===== src/rtl/cal_pkg.sv =====
package cal_pkg;

    localparam logic [23:0] TIME_MASK = 24'h3F7F7F;
    localparam logic [23:0] DATE_MASK = 24'hFF1F3F;
    localparam logic [23:0] DATE_RST  = 24'h000101;

    typedef enum logic {HOLD = 1'b0, COUNT = 1'b1} cal_state_t;

    // next BCD value of two digits, no range wrap
    function automatic logic [7:0] bcd_step(input logic [7:0] v);
        if (v[3:0] == 4'd9) return {v[7:4] + 4'd1, 4'd0};
        else                return {v[7:4], v[3:0] + 4'd1};
    endfunction

    // year divisible by 4: 10t+u == 2t+u (mod 4)
    function automatic logic is_leap(input logic [7:0] yr);
        logic [5:0] s;
        s = {1'b0, yr[7:4], 1'b0} + {2'b00, yr[3:0]};
        return (s[1:0] == 2'b00);
    endfunction

    function automatic logic [7:0] month_last(input logic [7:0] mon, input logic leap);
        unique case (mon)
            8'h02:                      return leap ? 8'h29 : 8'h28;
            8'h04, 8'h06, 8'h09, 8'h11: return 8'h30;
            default:                    return 8'h31;
        endcase
    endfunction

endpackage


===== src/rtl/cal_prescaler.sv =====
module cal_prescaler #(
    parameter int AW = 7,
    parameter int SW = 15
) (
    input  logic          clk,
    input  logic          rst_n,
    input  logic          run,
    input  logic [AW-1:0] a_rl,
    input  logic [SW-1:0] s_rl,
    output logic          tick
);
    logic [AW-1:0] a_cnt;
    logic [SW-1:0] s_cnt;
    logic          a_end;

    assign a_end = (a_cnt == '0);
    assign tick  = run && a_end && (s_cnt == '0);

    always_ff @(posedge clk or negedge rst_n) begin
        if (!rst_n) begin
            a_cnt <= '0;
            s_cnt <= '0;
        end else if (!run) begin
            a_cnt <= a_rl;
            s_cnt <= s_rl;
        end else if (a_end) begin
            a_cnt <= a_rl;
            s_cnt <= (s_cnt == '0) ? s_rl : s_cnt - 1'b1;
        end else begin
            a_cnt <= a_cnt - 1'b1;
        end
    end
endmodule


===== src/rtl/cal_time_adv.sv =====
module cal_time_adv (
    input  logic [6:0] sec_i,
    input  logic [6:0] min_i,
    input  logic [5:0] hr_i,
    output logic [6:0] sec_o,
    output logic [6:0] min_o,
    output logic [5:0] hr_o,
    output logic       day_carry
);
    import cal_pkg::*;
    logic [7:0] s_n, m_n, h_n;
    logic       s_wrap, m_wrap, h_wrap;

    assign s_wrap = (sec_i == 7'h59);
    assign m_wrap = (min_i == 7'h59);
    assign h_wrap = (hr_i  == 6'h23);

    always_comb begin
        s_n = s_wrap ? 8'h00 : bcd_step({1'b0, sec_i});
        m_n = {1'b0, min_i};
        h_n = {2'b00, hr_i};
        day_carry = 1'b0;
        if (s_wrap) begin
            m_n = m_wrap ? 8'h00 : bcd_step({1'b0, min_i});
            if (m_wrap) begin
                h_n = h_wrap ? 8'h00 : bcd_step({2'b00, hr_i});
                day_carry = h_wrap;
            end
        end
    end

    assign sec_o = s_n[6:0];
    assign min_o = m_n[6:0];
    assign hr_o  = h_n[5:0];
endmodule


===== src/rtl/cal_date_adv.sv =====
module cal_date_adv (
    input  logic [5:0] day_i,
    input  logic [4:0] mon_i,
    input  logic [7:0] yr_i,
    output logic [5:0] day_o,
    output logic [4:0] mon_o,
    output logic [7:0] yr_o
);
    import cal_pkg::*;
    logic [7:0] d_n, m_n, y_n;
    logic [7:0] last;

    assign last = month_last({3'b000, mon_i}, is_leap(yr_i));

    always_comb begin
        d_n = bcd_step({2'b00, day_i});
        m_n = {3'b000, mon_i};
        y_n = yr_i;
        if ({2'b00, day_i} == last) begin
            d_n = 8'h01;
            if (mon_i == 5'h12) begin
                m_n = 8'h01;
                y_n = (yr_i == 8'h99) ? 8'h00 : bcd_step(yr_i);
            end else begin
                m_n = bcd_step({3'b000, mon_i});
            end
        end
    end

    assign day_o = d_n[5:0];
    assign mon_o = m_n[4:0];
    assign yr_o  = y_n;
endmodule


===== src/rtl/cal_top.sv =====
module cal_top #(
    parameter int AW    = 7,
    parameter int SW    = 15,
    parameter int A_DEF = 127,
    parameter int S_DEF = 255
) (
    input  logic          clk,
    input  logic          rst_n,
    input  logic          freeze_i,
    input  logic          time_wr_i,
    input  logic [23:0]   time_wdata_i,
    input  logic          date_wr_i,
    input  logic [23:0]   date_wdata_i,
    input  logic          div_wr_i,
    input  logic [AW-1:0] adiv_i,
    input  logic [SW-1:0] sdiv_i,
    output logic [23:0]   time_o,
    output logic [23:0]   date_o,
    output logic          sec_tick_o
);
    import cal_pkg::*;

    cal_state_t    state_q, state_d;
    logic [AW-1:0] a_rl;
    logic [SW-1:0] s_rl;
    logic [23:0]   time_q, date_q;
    logic          tick_q, tick, run;
    logic [6:0]    sec_n, min_n;
    logic [5:0]    hr_n, day_n;
    logic [4:0]    mon_n;
    logic [7:0]    yr_n;
    logic          day_carry;

    // state transition logic
    always_comb begin
        state_d = state_q;
        unique case (state_q)
            COUNT: if (freeze_i)  state_d = HOLD;
            HOLD:  if (!freeze_i) state_d = COUNT;
        endcase
    end

    // state register
    always_ff @(posedge clk or negedge rst_n) begin
        if (!rst_n) state_q <= HOLD;
        else        state_q <= state_d;
    end

    assign run = (state_q == COUNT) && !freeze_i;

    // divider reload registers, writable only while frozen
    always_ff @(posedge clk or negedge rst_n) begin
        if (!rst_n) begin
            a_rl <= AW'(A_DEF);
            s_rl <= SW'(S_DEF);
        end else if (freeze_i && div_wr_i) begin
            a_rl <= adiv_i;
            s_rl <= sdiv_i;
        end
    end

    cal_prescaler #(.AW(AW), .SW(SW)) u_presc (
        .clk  (clk),
        .rst_n(rst_n),
        .run  (run),
        .a_rl (a_rl),
        .s_rl (s_rl),
        .tick (tick)
    );

    cal_time_adv u_tadv (
        .sec_i    (time_q[6:0]),
        .min_i    (time_q[14:8]),
        .hr_i     (time_q[21:16]),
        .sec_o    (sec_n),
        .min_o    (min_n),
        .hr_o     (hr_n),
        .day_carry(day_carry)
    );

    cal_date_adv u_dadv (
        .day_i(date_q[5:0]),
        .mon_i(date_q[12:8]),
        .yr_i (date_q[23:16]),
        .day_o(day_n),
        .mon_o(mon_n),
        .yr_o (yr_n)
    );

    // output process: time, date and tick registers
    always_ff @(posedge clk or negedge rst_n) begin
        if (!rst_n) begin
            time_q <= '0;
            date_q <= DATE_RST;
            tick_q <= 1'b0;
        end else begin
            tick_q <= tick;
            unique case (state_q)
                COUNT, HOLD: begin
                    if (freeze_i) begin
                        if (time_wr_i) time_q <= time_wdata_i & TIME_MASK;
                        if (date_wr_i) date_q <= date_wdata_i & DATE_MASK;
                    end else if (tick) begin
                        time_q <= {2'b00, hr_n, 1'b0, min_n, 1'b0, sec_n};
                        if (day_carry)
                            date_q <= {yr_n, 3'b000, mon_n, 2'b00, day_n};
                    end
                end
            endcase
        end
    end

    assign time_o     = time_q;
    assign date_o     = date_q;
    assign sec_tick_o = tick_q;
endmodule


===== config.mk =====
export PLATFORM = sky130hd
export DESIGN_NAME = cal_top
export DESIGN_NICKNAME = d
export VERILOG_FILES = /design/src/rtl/cal_pkg.sv /design/src/rtl/cal_prescaler.sv /design/src/rtl/cal_time_adv.sv /design/src/rtl/cal_date_adv.sv /design/src/rtl/cal_top.sv
export SDC_FILE = /design/constraint.sdc
export NUM_CORES = 1
export LEC_CHECK = 0
export BUFFER_PORTS_ARGS = -buffer_cell sky130_fd_sc_hd__buf_2
export CAP_MARGIN = 0
export CORE_MARGIN = 2
export CORE_UTILIZATION = 58
export CTS_CLUSTER_DIAMETER = 40
export DETAILED_ROUTE_END_ITERATION = 10
export PLACE_DENSITY = 0.9
export REMOVE_ABC_BUFFERS = 1
export SLEW_MARGIN = 10
export SYNTH_ARGS = -nofsm -noshare
export SYNTH_HDL_FRONTEND = slang
export SYNTH_HIERARCHICAL = 1
export SYNTH_SLANG_ARGS = --single-unit

===== constraint.sdc =====
create_clock -name clk -period 6.5 [get_ports clk]
set_clock_uncertainty 0.15 [all_clocks]
set_input_delay 0.975 -clock clk [delete_from_list [all_inputs] [get_ports clk]]
set_output_delay 0.975 -clock clk [all_outputs]
set_load 0.02 [all_outputs]

# Word level (Yosys, flattened, before mapping)
# Index checks and enable logic that the tools add are counted.
# totals
ff_bits	94
wordCells	121
# classes
n_addsub	15
eq_ne	20
mux	35
reduce_logical	33
# ops
op	n
$mux 24	7
$mux 7	7
$mux 15	3
$mux 6	6
$mux 8	4
$add 4x1->4 const B	7
$eq 4x4->1 const B	6
$reduce_bool 3->1	6
$pmux 8 s2	1
$reduce_and 4->1	4
$logic_not 15->1	1
$mux 5	3
$reduce_and 5->1	3
$sub 15x1->15 const B	1
$eq 7x7->1 const B	2
$reduce_bool 2->1	6
$eq 5x3->1 const B	2
$eq 5x5->1 const B	2
$reduce_and 3->1	3
$eq 6x8->1	1
$eq 8x8->1 const B	1
$logic_not 7->1	1
$sub 7x1->7 const B	1
$add 3x1->3 const B	2
15 further kinds	23

# Longest topological paths before layout
# Gate-level depths: netlist of the first run.
# depth
depth_word	9
ltp_mapped	10

# Hierarchy
# Netlist of the first run, hierarchy kept.
# by_module_without_submodules
module	n_inst	cells_each	area_each_um2	seq_area_each_um2
cal_top	1	237	3206.8	1597.8
cal_prescaler	1	166	1546.5	550.5
cal_date_adv	1	100	693.2	0.0
cal_time_adv	1	88	605.6	0.0

# Least setup slack after synthesis of the first run
# No wires, ideal clock.
# synth_timing
kind	in2reg
from	in freeze_i
to	reg date_q[10] (netlist: date_o[10])
setup_time_ps	94
arrival_ps	2944
required_time_ps	6256
slack_ps	3312
path_stages	10
path_buffers	5
path_cell_list	buf_6 buf_2 buf_4 nor2b_1 inv_2 nor3_1 buf_2 nand3b_4 buf_2 a221oi_2
# synth_between
elab_chain_len	6
# synth_rtl
item	line	rtl
from (decl)	cal_top.sv:9	input logic freeze_i,
$logic_not 1->1	cal_top.sv:49	assign run = (state_q == COUNT) && !freeze_i;
$logic_and 1x1->1	cal_top.sv:49	
via run	cal_top.sv:27	logic tick_q, tick, run;
$logic_and 1x1->1 (2 in series)	cal_prescaler.sv:17	assign tick = run && a_end && (s_cnt == '0);
via tick	cal_top.sv:27	
$reduce_bool 2->1 (no source line)	--	
$reduce_and 4->1 (no source line)	--	
to (signal assigned)	cal_top.sv:102	if (date_wr_i) date_q <= date_wdata_i & DATE_MASK;
to (signal assigned)	cal_top.sv:106	date_q <= {yr_n, 3'b000, mon_n, 2'b00, day_n};
to (decl)	cal_top.sv:26	logic [23:0] time_q, date_q;
# The timed path passes the listed nets, and every way through them passes these cells.
# A chain may end at the register's enable or synchronous reset.

# Final worst setup path of the first run
# layout_timing
from	reg date_q[10] (netlist: date_o[10])
to	reg date_q[11] (netlist: date_o[11])
# layout_between
elab_chain_len	7
# layout_rtl
item	line	rtl
$add 4x1->4 / $eq 4x4->1 (equally long branches)	cal_pkg.sv:12, cal_pkg.sv:11	
$mux 5	cal_pkg.sv:11	if (v[3:0] == 4'd9) return {v[7:4] + 4'd1, 4'd0};
$mux 5 (*)	cal_date_adv.sv:21	if (mon_i == 5'h12) begin
$mux 5 (*)	cal_date_adv.sv:19	if ({2'b00, day_i} == last) begin
via mon_n[3]	cal_top.sv:30	logic [4:0] mon_n;
$mux 24 (*)	cal_top.sv:105	if (day_carry)
$mux 24 (*)	cal_top.sv:103	end else if (tick) begin
$mux 24 (*)	cal_top.sv:100	if (freeze_i) begin
# The timed path passes the listed nets; every way through them passes the cells marked *. The select of a mux whose other input is x is not followed.

==> qor.log, run 1 <==
INFO  synth          postSynthAreaPerCell=10.2um2
INFO  worst_setup_path cp_data_arrival_time=3.58ns
INFO  global_route   grt_first_pass_wirelength=22300um
INFO  clock_network  post_cts.resized_instances=0
INFO  floorplan      die_w=106um
INFO  synth          synth_simple_gate_area_share=20.9%
INFO  clock_network  path_clk_slew=0.09ns
INFO  routing        detailedRoute.firstIterationViolations=265
INFO  synth          synth_ff_type=dfrtp_1
INFO  sta            report.final.hold_viol_count=0
INFO  global_route   grt_pass1_vias=4760
INFO  power_and_ir_drop report.power.total=1870uW
INFO  routing        detail_route.wirelength=13600um
INFO  routing        drc=0
INFO  worst_setup_path path_class=flip-flop to flip-flop
INFO  synth          ys_ff_latch=85
INFO  clock_network  cts-buffers-inserted=9
INFO  clock_network  cts_post_setup_buffers_inserted=0
INFO  synth          synth_top_family_by_area=simple AND/OR/NAND/NOR gates
INFO  routing        routedWlPerCell=16.6um
INFO  worst_setup_path critPathCaptureType=flip-flop
INFO  placement      detailed_place_hpwl=9190um
INFO  synth          synth_edf_count=0
INFO  worst_setup_path worst_r2r_path_depth=9
INFO  status         run_status=finished, final reports clean
INFO  cells_and_area final_net_count=775
INFO  global_route   grt_start_max_net_pins=86
INFO  power_and_ir_drop p_switching=686uW
INFO  floorplan      die_area=11300um2
INFO  synth          synth_xor_area_share=2.03%
INFO  synth          synthAdderAreaFrac=4.34%
INFO  cells_and_area fillerInstances=805
INFO  clock_network  htree_num_levels=3
INFO  cells_and_area layout_common_cells=buf_2 (105), dfrtp_1 (68), mux2_2 (46), inv_1 (42), nand2_1 (34)
INFO  routing        vias_per_cell=6.03
INFO  global_route   grt_antenna_before_repair=0
INFO  routing        router_iterations_before_antenna_repair=5
INFO  power_and_ir_drop power_switching_share=36.7%
INFO  hold_path      holdCritStartpoint=s_rl[6]
INFO  synth          synth-compound-area-share=15.6%
INFO  clock_network  numClockSinks=85
INFO  run            drv_cap=0
INFO  clock_network  clk-insertion-delay-late=0.38ns
INFO  synth          netlist_area=6050um2
INFO  global_route   grt.overflow.total=0
INFO  floorplan      core=10200um2
INFO  clock_network  cts_root_buf=clkbuf_8
INFO  floorplan      number_of_rows_created_at_floorplan=37
INFO  power_and_ir_drop power.internal=1180uW
INFO  floorplan      chipHeight=106um
INFO  sta            worst_slew_margin_rel=18.9%
INFO  worst_setup_path critical_path.reg2reg.startpoint=date_o[10]
INFO  clock_network  ctsHoldBuffers=0
INFO  power_and_ir_drop p_leak=0.00298uW
INFO  synth          netlist-cell-type-count=75
INFO  sta            min_period_over_period=53.7%
INFO  hold_path      hold_path_end=u_presc/s_cnt[6]
INFO  routing        total_via_count_in_the_routed_design=4938
INFO  sta            report.final.setup_viol=0
INFO  worst_setup_path path_max_fanout=10
INFO  cells_and_area share_of_layout_cells_above_drive_strength_1=35.6%
INFO  sta            worst_tran_pin_value=1.21ns
INFO  worst_setup_path cp-start-kind=flip-flop
INFO  sta            max_freq=286MHz
INFO  floorplan      ios=125
INFO  sta            slew_violations=0
INFO  routing        ant_nets=0
INFO  synth          synthArstFlopShare=100%
INFO  placement      post-place-ws=2.98ns
INFO  worst_setup_path critical_path.reg2reg.endpoint=date_o[11]
INFO  clock_network  cts_tree=done
INFO  cells_and_area synthToLayoutAreaGrowth=11.7%
INFO  global_route   groute.usage.overall=24.5%
INFO  hold_path      holdPathStages=2
INFO  synth          ys_seq_area_share=35.5%
INFO  placement      buffer_ports.inserted=106
INFO  worst_setup_path setup_slack_reg_to_reg=3.01ns
INFO  power_and_ir_drop power-per-cell-area=276nW/um2
INFO  synth          post_synthesis_mux_area_share=14.1%
INFO  worst_setup_path worst_path_required_time=6.58ns
INFO  synth          yosys_warnings=6
INFO  cells_and_area antenna-diode-count=0
INFO  placement      place_congestion=0.901
INFO  clock_network  cts_buffer_depth=2
INFO  sta            grt_setup_unrepaired=false
INFO  sta            final_critical_path_setup_slack=3.01ns
INFO  cells_and_area most_frequent_standard_cell_in_the_layout_excluding_fill_and_tap_cells=buf_2
INFO  power_and_ir_drop comb_power_share=34.1%
INFO  sta            fin_crit=3.49ns
INFO  power_and_ir_drop clock_power_share=23.1%
INFO  sta            setup_total_negative_slack=0ns
INFO  power_and_ir_drop pwr-share-seq=42.8%
INFO  power_and_ir_drop peakVddDrop=0.000186V
INFO  hold_path      hold_path.class=flip-flop to flip-flop
INFO  synth          syn-instance-count=591
INFO  floorplan      effective_utilization_at_floorplan=59.2%
==> cell families after synthesis <==
logic type      after synthesis
simple gates                190
compound gates              126
flops                        85
buf+inv                      85
mux                          69
fa+ha+maj                    21
xor+xnor                     14
other cells                   1
==> power by group through the flow <==
stage	clock network, uW	logic, uW	registers [uW]
final	431	637	799
after floorplan	0	397	844
after detailed placement	0	637	806
after global routing	457	699	821
after global placement	0	609	795
after CTS	445	640	798
==> worst max-delay path, stage by stage, from the launching register on <==
cell,delay [ns]
dfrtp_1,0.51
nor4b_4,0.50
o211ai_1,0.15
and4b_1,0.27
a211oi_1,0.78
buf_4,0.28
nand3_1,0.08
a22o_1,0.19
nor4bb_1,0.36
a221oi_2,0.06
==> area by class of cell <==
type	count	area, um2	area share, %
Multi-Input combinational cell	429	3490	51.6
Sequential cell	85	2150	31.8
Timing Repair Buffer	110	563	8.33
Tap cell	136	170	2.52
Inverter	43	161	2.39
Clock buffer	11	141	2.09
Clock inverter	5	83.8	1.24
==> worst max path at each step <==
stage / end / startpoint / depth (start not counted)
finish: date_o[11] / date_o[10] / 9
detailed placement: time_o[16] / freeze_i / 9
CTS: date_o[11] / date_o[10] / 9
global placement: time_o[11] / freeze_i / 9
global route: date_o[11] / date_o[10] / 9
floorplan: time_o[20] / freeze_i / 5
==> Yosys cell counts (13+ instances only) <==
| cell type | count | area [um2] |
|---|---|---|
| buf_2 | 14 | 70.1 |
| mux2_4 | 21 | 315 |
| nand4_1 | 13 | 81.3 |
| nor3_1 | 19 | 95.1 |
| a21oi_1 | 33 | 165 |
| inv_1 | 42 | 158 |
| dfrtp_1 | 68 | 1700 |
| nand2_1 | 34 | 128 |
| o21ai_0 | 15 | 75.1 |
| dfstp_2 | 17 | 447 |
| mux2_2 | 46 | 518 |
| ha_1 | 21 | 263 |
| nor4bb_1 | 19 | 190 |
| buf_4 | 13 | 97.6 |
| nor2_1 | 24 | 90.1 |
| nand3_1 | 18 | 90.1 |
==> per-layer routing <==
layer  vias to the layer above  global-route usage [%]  share of wire (%)
li1                       2353                       -                  -
met1                      2406                    29.8                 42
met2                       157                    43.3                 50
met3                        22                    3.74                5.1
met4                         0                    10.3                2.2
met5                         -                       0                  0
==> through the flow <==
stage          utilization [%]  hold slack [ns]  cells  instance area (um2)
2_1_floorplan                -            0.299    557                 5790
3_3_place_gp              63.9            0.324    803                 6530
3_5_place_dp              63.9            0.335    803                 6530
4_1_cts                   66.1            0.349    819                 6760
5_1_grt                   66.1            0.377    819                 6760
6_report                  66.1            0.344    819                 6760
==> registers in the layout, indices dropped and copies added, names as in the netlist <==
name / count
time_o: 20
date_o: 19
s_rl: 15
u_presc/s_cnt: 15
a_rl: 7
u_presc/a_cnt: 7
sec_tick_o: 1
state_q: 1
Power figures use the tool's default switching activity.
==> run 2: changes to the inputs <==
--- a/config.mk
+++ b/config.mk
@@ -8,10 +8,10 @@
 export BUFFER_PORTS_ARGS = -buffer_cell sky130_fd_sc_hd__buf_2
 export CAP_MARGIN = 0
 export CORE_MARGIN = 2
-export CORE_UTILIZATION = 58
+export CORE_UTILIZATION = 56
 export CTS_CLUSTER_DIAMETER = 40
 export DETAILED_ROUTE_END_ITERATION = 10
-export PLACE_DENSITY = 0.9
+export PLACE_DENSITY = 0.87
 export REMOVE_ABC_BUFFERS = 1
 export SLEW_MARGIN = 10
 export SYNTH_ARGS = -nofsm -noshare
==> constraint.sdc (replaced) <==
create_clock -name clk -period 3.3 [get_ports clk]
set_clock_uncertainty 0.15 [all_clocks]
set_input_delay 0.495 -clock clk [delete_from_list [all_inputs] [get_ports clk]]
set_output_delay 0.495 -clock clk [all_outputs]
set_load 0.02 [all_outputs]
==> qor.log, run 2 (synthesis gave the netlist of run 1 again) <==
INFO  routing        detailedRoute.firstIterationViolations=225 [-15%]
INFO  worst_setup_path critPathMostFrequentCell=or3b_4
INFO  power_and_ir_drop comb_power_share=36.2% [+2.1 points]
INFO  worst_setup_path cp-start-kind=flip-flop
INFO  worst_setup_path critical_path_cell_list=or3b_4, a2111oi_4, a41oi_1, or3b_4, or4_1, nand3_1, nor4bb_1, a221oi_1
INFO  sta            report.final.setup_viol=0 [unchanged]
INFO  sta            grt_setup_unrepaired=false
INFO  cells_and_area final_net_count=784 [+1.2%]
INFO  worst_setup_path origin_of_the_worst_setup_path=date_o[1]
INFO  sta            min_period_over_period=92.0% [+38 points]
INFO  sta            fin_crit=3.04ns [-0.455 ns]
INFO  routing        vias_per_cell=6.05 [+0.36%]
INFO  cells_and_area layout.area.seq=2150um2 [unchanged]
INFO  routing        router_iterations_before_antenna_repair=5 [unchanged]
INFO  power_and_ir_drop power-per-cell-area=523nW/um2 [+89%]
INFO  worst_setup_path critical_path.max_stage_delay=0.50ns [-0.28 ns]
INFO  cells_and_area layout_common_cells=buf_2 (105), dfrtp_1 (68), mux2_2 (46), inv_1 (42), nand2_1 (34)
INFO  worst_setup_path critical_path.endpoint=date_o[23]
INFO  sta            max_freq=329MHz [+15%]
INFO  clock_network  cts_buffer_depth=2 [unchanged]
INFO  floorplan      number_of_rows_created_at_floorplan=37 [unchanged]
INFO  sta            worst_tran_pin_value=1.04ns [-0.174 ns]
INFO  sta            slew_violations=0 [unchanged]
INFO  worst_setup_path worst_r2r_path_depth=8 [-1]
INFO  global_route   grt_start_max_net_pins=82 [-4.7%]
INFO  worst_setup_path worst_path_required_time=3.43ns [-3.15 ns]
INFO  routing        detail_route.wirelength=14200um [+4.3%]
INFO  power_and_ir_drop report.power.total=3550uW [+90%]
INFO  cells_and_area synthToLayoutAreaGrowth=12.0%
INFO  power_and_ir_drop power.internal=2180uW [+85%]
INFO  global_route   grt.overflow.total=0 [unchanged]
INFO  placement      place_congestion=0.894 [-0.73%]
INFO  power_and_ir_drop p_leak=0.00301uW [+0.90%]
INFO  clock_network  post_cts.resized_instances=0 [unchanged]
INFO  clock_network  cts_root_buf=clkbuf_8
INFO  worst_setup_path path_class=flip-flop to flip-flop
INFO  floorplan      die_area=11700um2 [+3.4%]
INFO  worst_setup_path path_max_fanout=6 [-4]
INFO  clock_network  numClockSinks=85 [unchanged]
INFO  run            drv_cap=0 [unchanged]
INFO  status         run_status=finished, final reports clean
INFO  sta            fin_worst_hold_slack=0.130ns [-0.214 ns]
INFO  placement      detailed_place_hpwl=9750um [+6.1%]
INFO  global_route   grt_antenna_before_repair=0 [unchanged]
INFO  clock_network  cts_tree=done
INFO  hold_path      hold_path.class=input pin to asynchronous set/reset pin
INFO  worst_setup_path cp.buffers_inverters=0 [-1]
INFO  cells_and_area share_of_layout_cells_above_drive_strength_1=36.6% [+0.98 points]
INFO  power_and_ir_drop pwr-share-seq=44.5% [+1.7 points]
INFO  global_route   grt_pass1_vias=4934 [+3.7%]
INFO  power_and_ir_drop p_switching=1370uW [+99%]
INFO  worst_setup_path worst-path-stages=8 [-1]
INFO  floorplan      chipHeight=108um [+1.7%]
INFO  routing        drc=0 [unchanged]
INFO  global_route   grt_first_pass_wirelength=23400um [+4.8%]
INFO  clock_network  ctsHoldBuffers=0 [unchanged]
INFO  clock_network  path_clk_slew=0.09ns [about the same]
INFO  clock_network  clk-insertion-delay-late=0.38ns [about the same]
INFO  worst_setup_path cp_data_arrival_time=3.17ns [-0.41 ns]
INFO  floorplan      effective_utilization_at_floorplan=58.1% [-1.1 points]
INFO  placement      buffer_ports.inserted=106 [unchanged]
INFO  clock_network  cts_post_setup_buffers_inserted=0 [unchanged]
INFO  routing        ant_nets=0 [unchanged]
INFO  worst_setup_path cpMaxStageDelayCell=or3b_4
INFO  sta            setup_total_negative_slack=0ns [unchanged]
INFO  power_and_ir_drop power_switching_share=38.5% [+1.8 points]
INFO  floorplan      die_w=108um [+1.7%]
INFO  cells_and_area fillerInstances=831 [+3.2%]
INFO  worst_setup_path critical_path.reg2reg.endpoint=date_o[23]
INFO  worst_setup_path critical_path.top_delay_family=simple AND/OR/NAND/NOR gates
INFO  clock_network  htree_num_levels=3 [unchanged]
INFO  power_and_ir_drop clock_power_share=19.3% [-3.8 points]
INFO  global_route   groute.usage.overall=25.2% [+0.71 points]
INFO  cells_and_area max_reg_flops=20 [unchanged]
INFO  worst_setup_path critPathCaptureType=flip-flop
INFO  worst_setup_path critical_path.reg2reg.startpoint=date_o[1]
INFO  clock_network  cts-buffers-inserted=9 [unchanged]
INFO  sta            report.final.hold_viol_count=0 [unchanged]
INFO  cells_and_area most_frequent_standard_cell_in_the_layout_excluding_fill_and_tap_cells=buf_2
INFO  cells_and_area multi_input_logic_area=3490um2 [unchanged]
INFO  worst_setup_path setup_slack_reg_to_reg=0.26ns [-2.75 ns]
INFO  floorplan      ios=125 [unchanged]
INFO  power_and_ir_drop peakVddDrop=0.000497V [+170%]
INFO  cells_and_area antenna-diode-count=0 [unchanged]
INFO  routing        routedWlPerCell=17.1um [+3.1%]
INFO  floorplan      core=10400um2 [+1.8%]
INFO  routing        total_via_count_in_the_routed_design=5010 [+1.5%]
INFO  sta            worst_slew_margin_rel=30.9% [+12 points]
-- run 2: worst min-delay path by stage --
stage | from | end | slack [ns] | cells after the start
floorplan | rst_n | date_o[10] | 0.05 | 0
global placement | u_presc/a_cnt[0] | u_presc/a_cnt[0] | 0.33 | 1
detailed placement | u_presc/a_cnt[0] | u_presc/a_cnt[0] | 0.33 | 1
CTS | date_wdata_i[8] | date_o[8] | 0.16 | 3
global route | date_wdata_i[8] | date_o[8] | 0.16 | 3
finish | rst_n | u_presc/a_cnt[5] | 0.13 | 1
-- run 2: area by class of cell --
| type | instances | share of cell area (%) |
|---|---|---|
| clock buffer | 10 | 2.03 |
| clock inverter | 6 | 0.572 |
| inverter | 43 | 2.38 |
| multi-input combinational | 429 | 51.5 |
| sequential | 85 | 31.7 |
| tap | 136 | 2.51 |
| timing repair buffer | 119 | 9.30 |
-- run 2: per-stage QoR --
stage / cell area [um2] / utilization, % / instances / worst slack, ns
6_report: 6780 / 65.1 / 828 / 0.263
2_1_floorplan: 5790 / - / 557 / -0.0919
3_3_place_gp: 6600 / 63.4 / 812 / 0.407
3_5_place_dp: 6600 / 63.4 / 812 / 0.316
4_1_cts: 6780 / 65.1 / 828 / 0.297
5_1_grt: 6780 / 65.1 / 828 / 0.103
-- run 2: routing by layer --
metal / up-vias / track usage (%) / share of wire, %
met3: 13 / 6.75 / 5.8
met4: 0 / 7.51 / 1.1
met5: - / 0 / 0
met2: 186 / 44.5 / 51
met1: 2458 / 30.2 / 42
li1: 2353 / - / -
-- run 2: power groups by stage --
| stage | Sequential, uW | Combinational, uW | Clock [uW] |
|---|---|---|---|
| floorplan | 1660 | 782 | 0 |
| CTS | 1580 | 1280 | 707 |
| global route | 1620 | 1410 | 748 |
| finish | 1580 | 1280 | 685 |
| global placement | 1570 | 1210 | 0 |
| detailed placement | 1590 | 1270 | 0 |
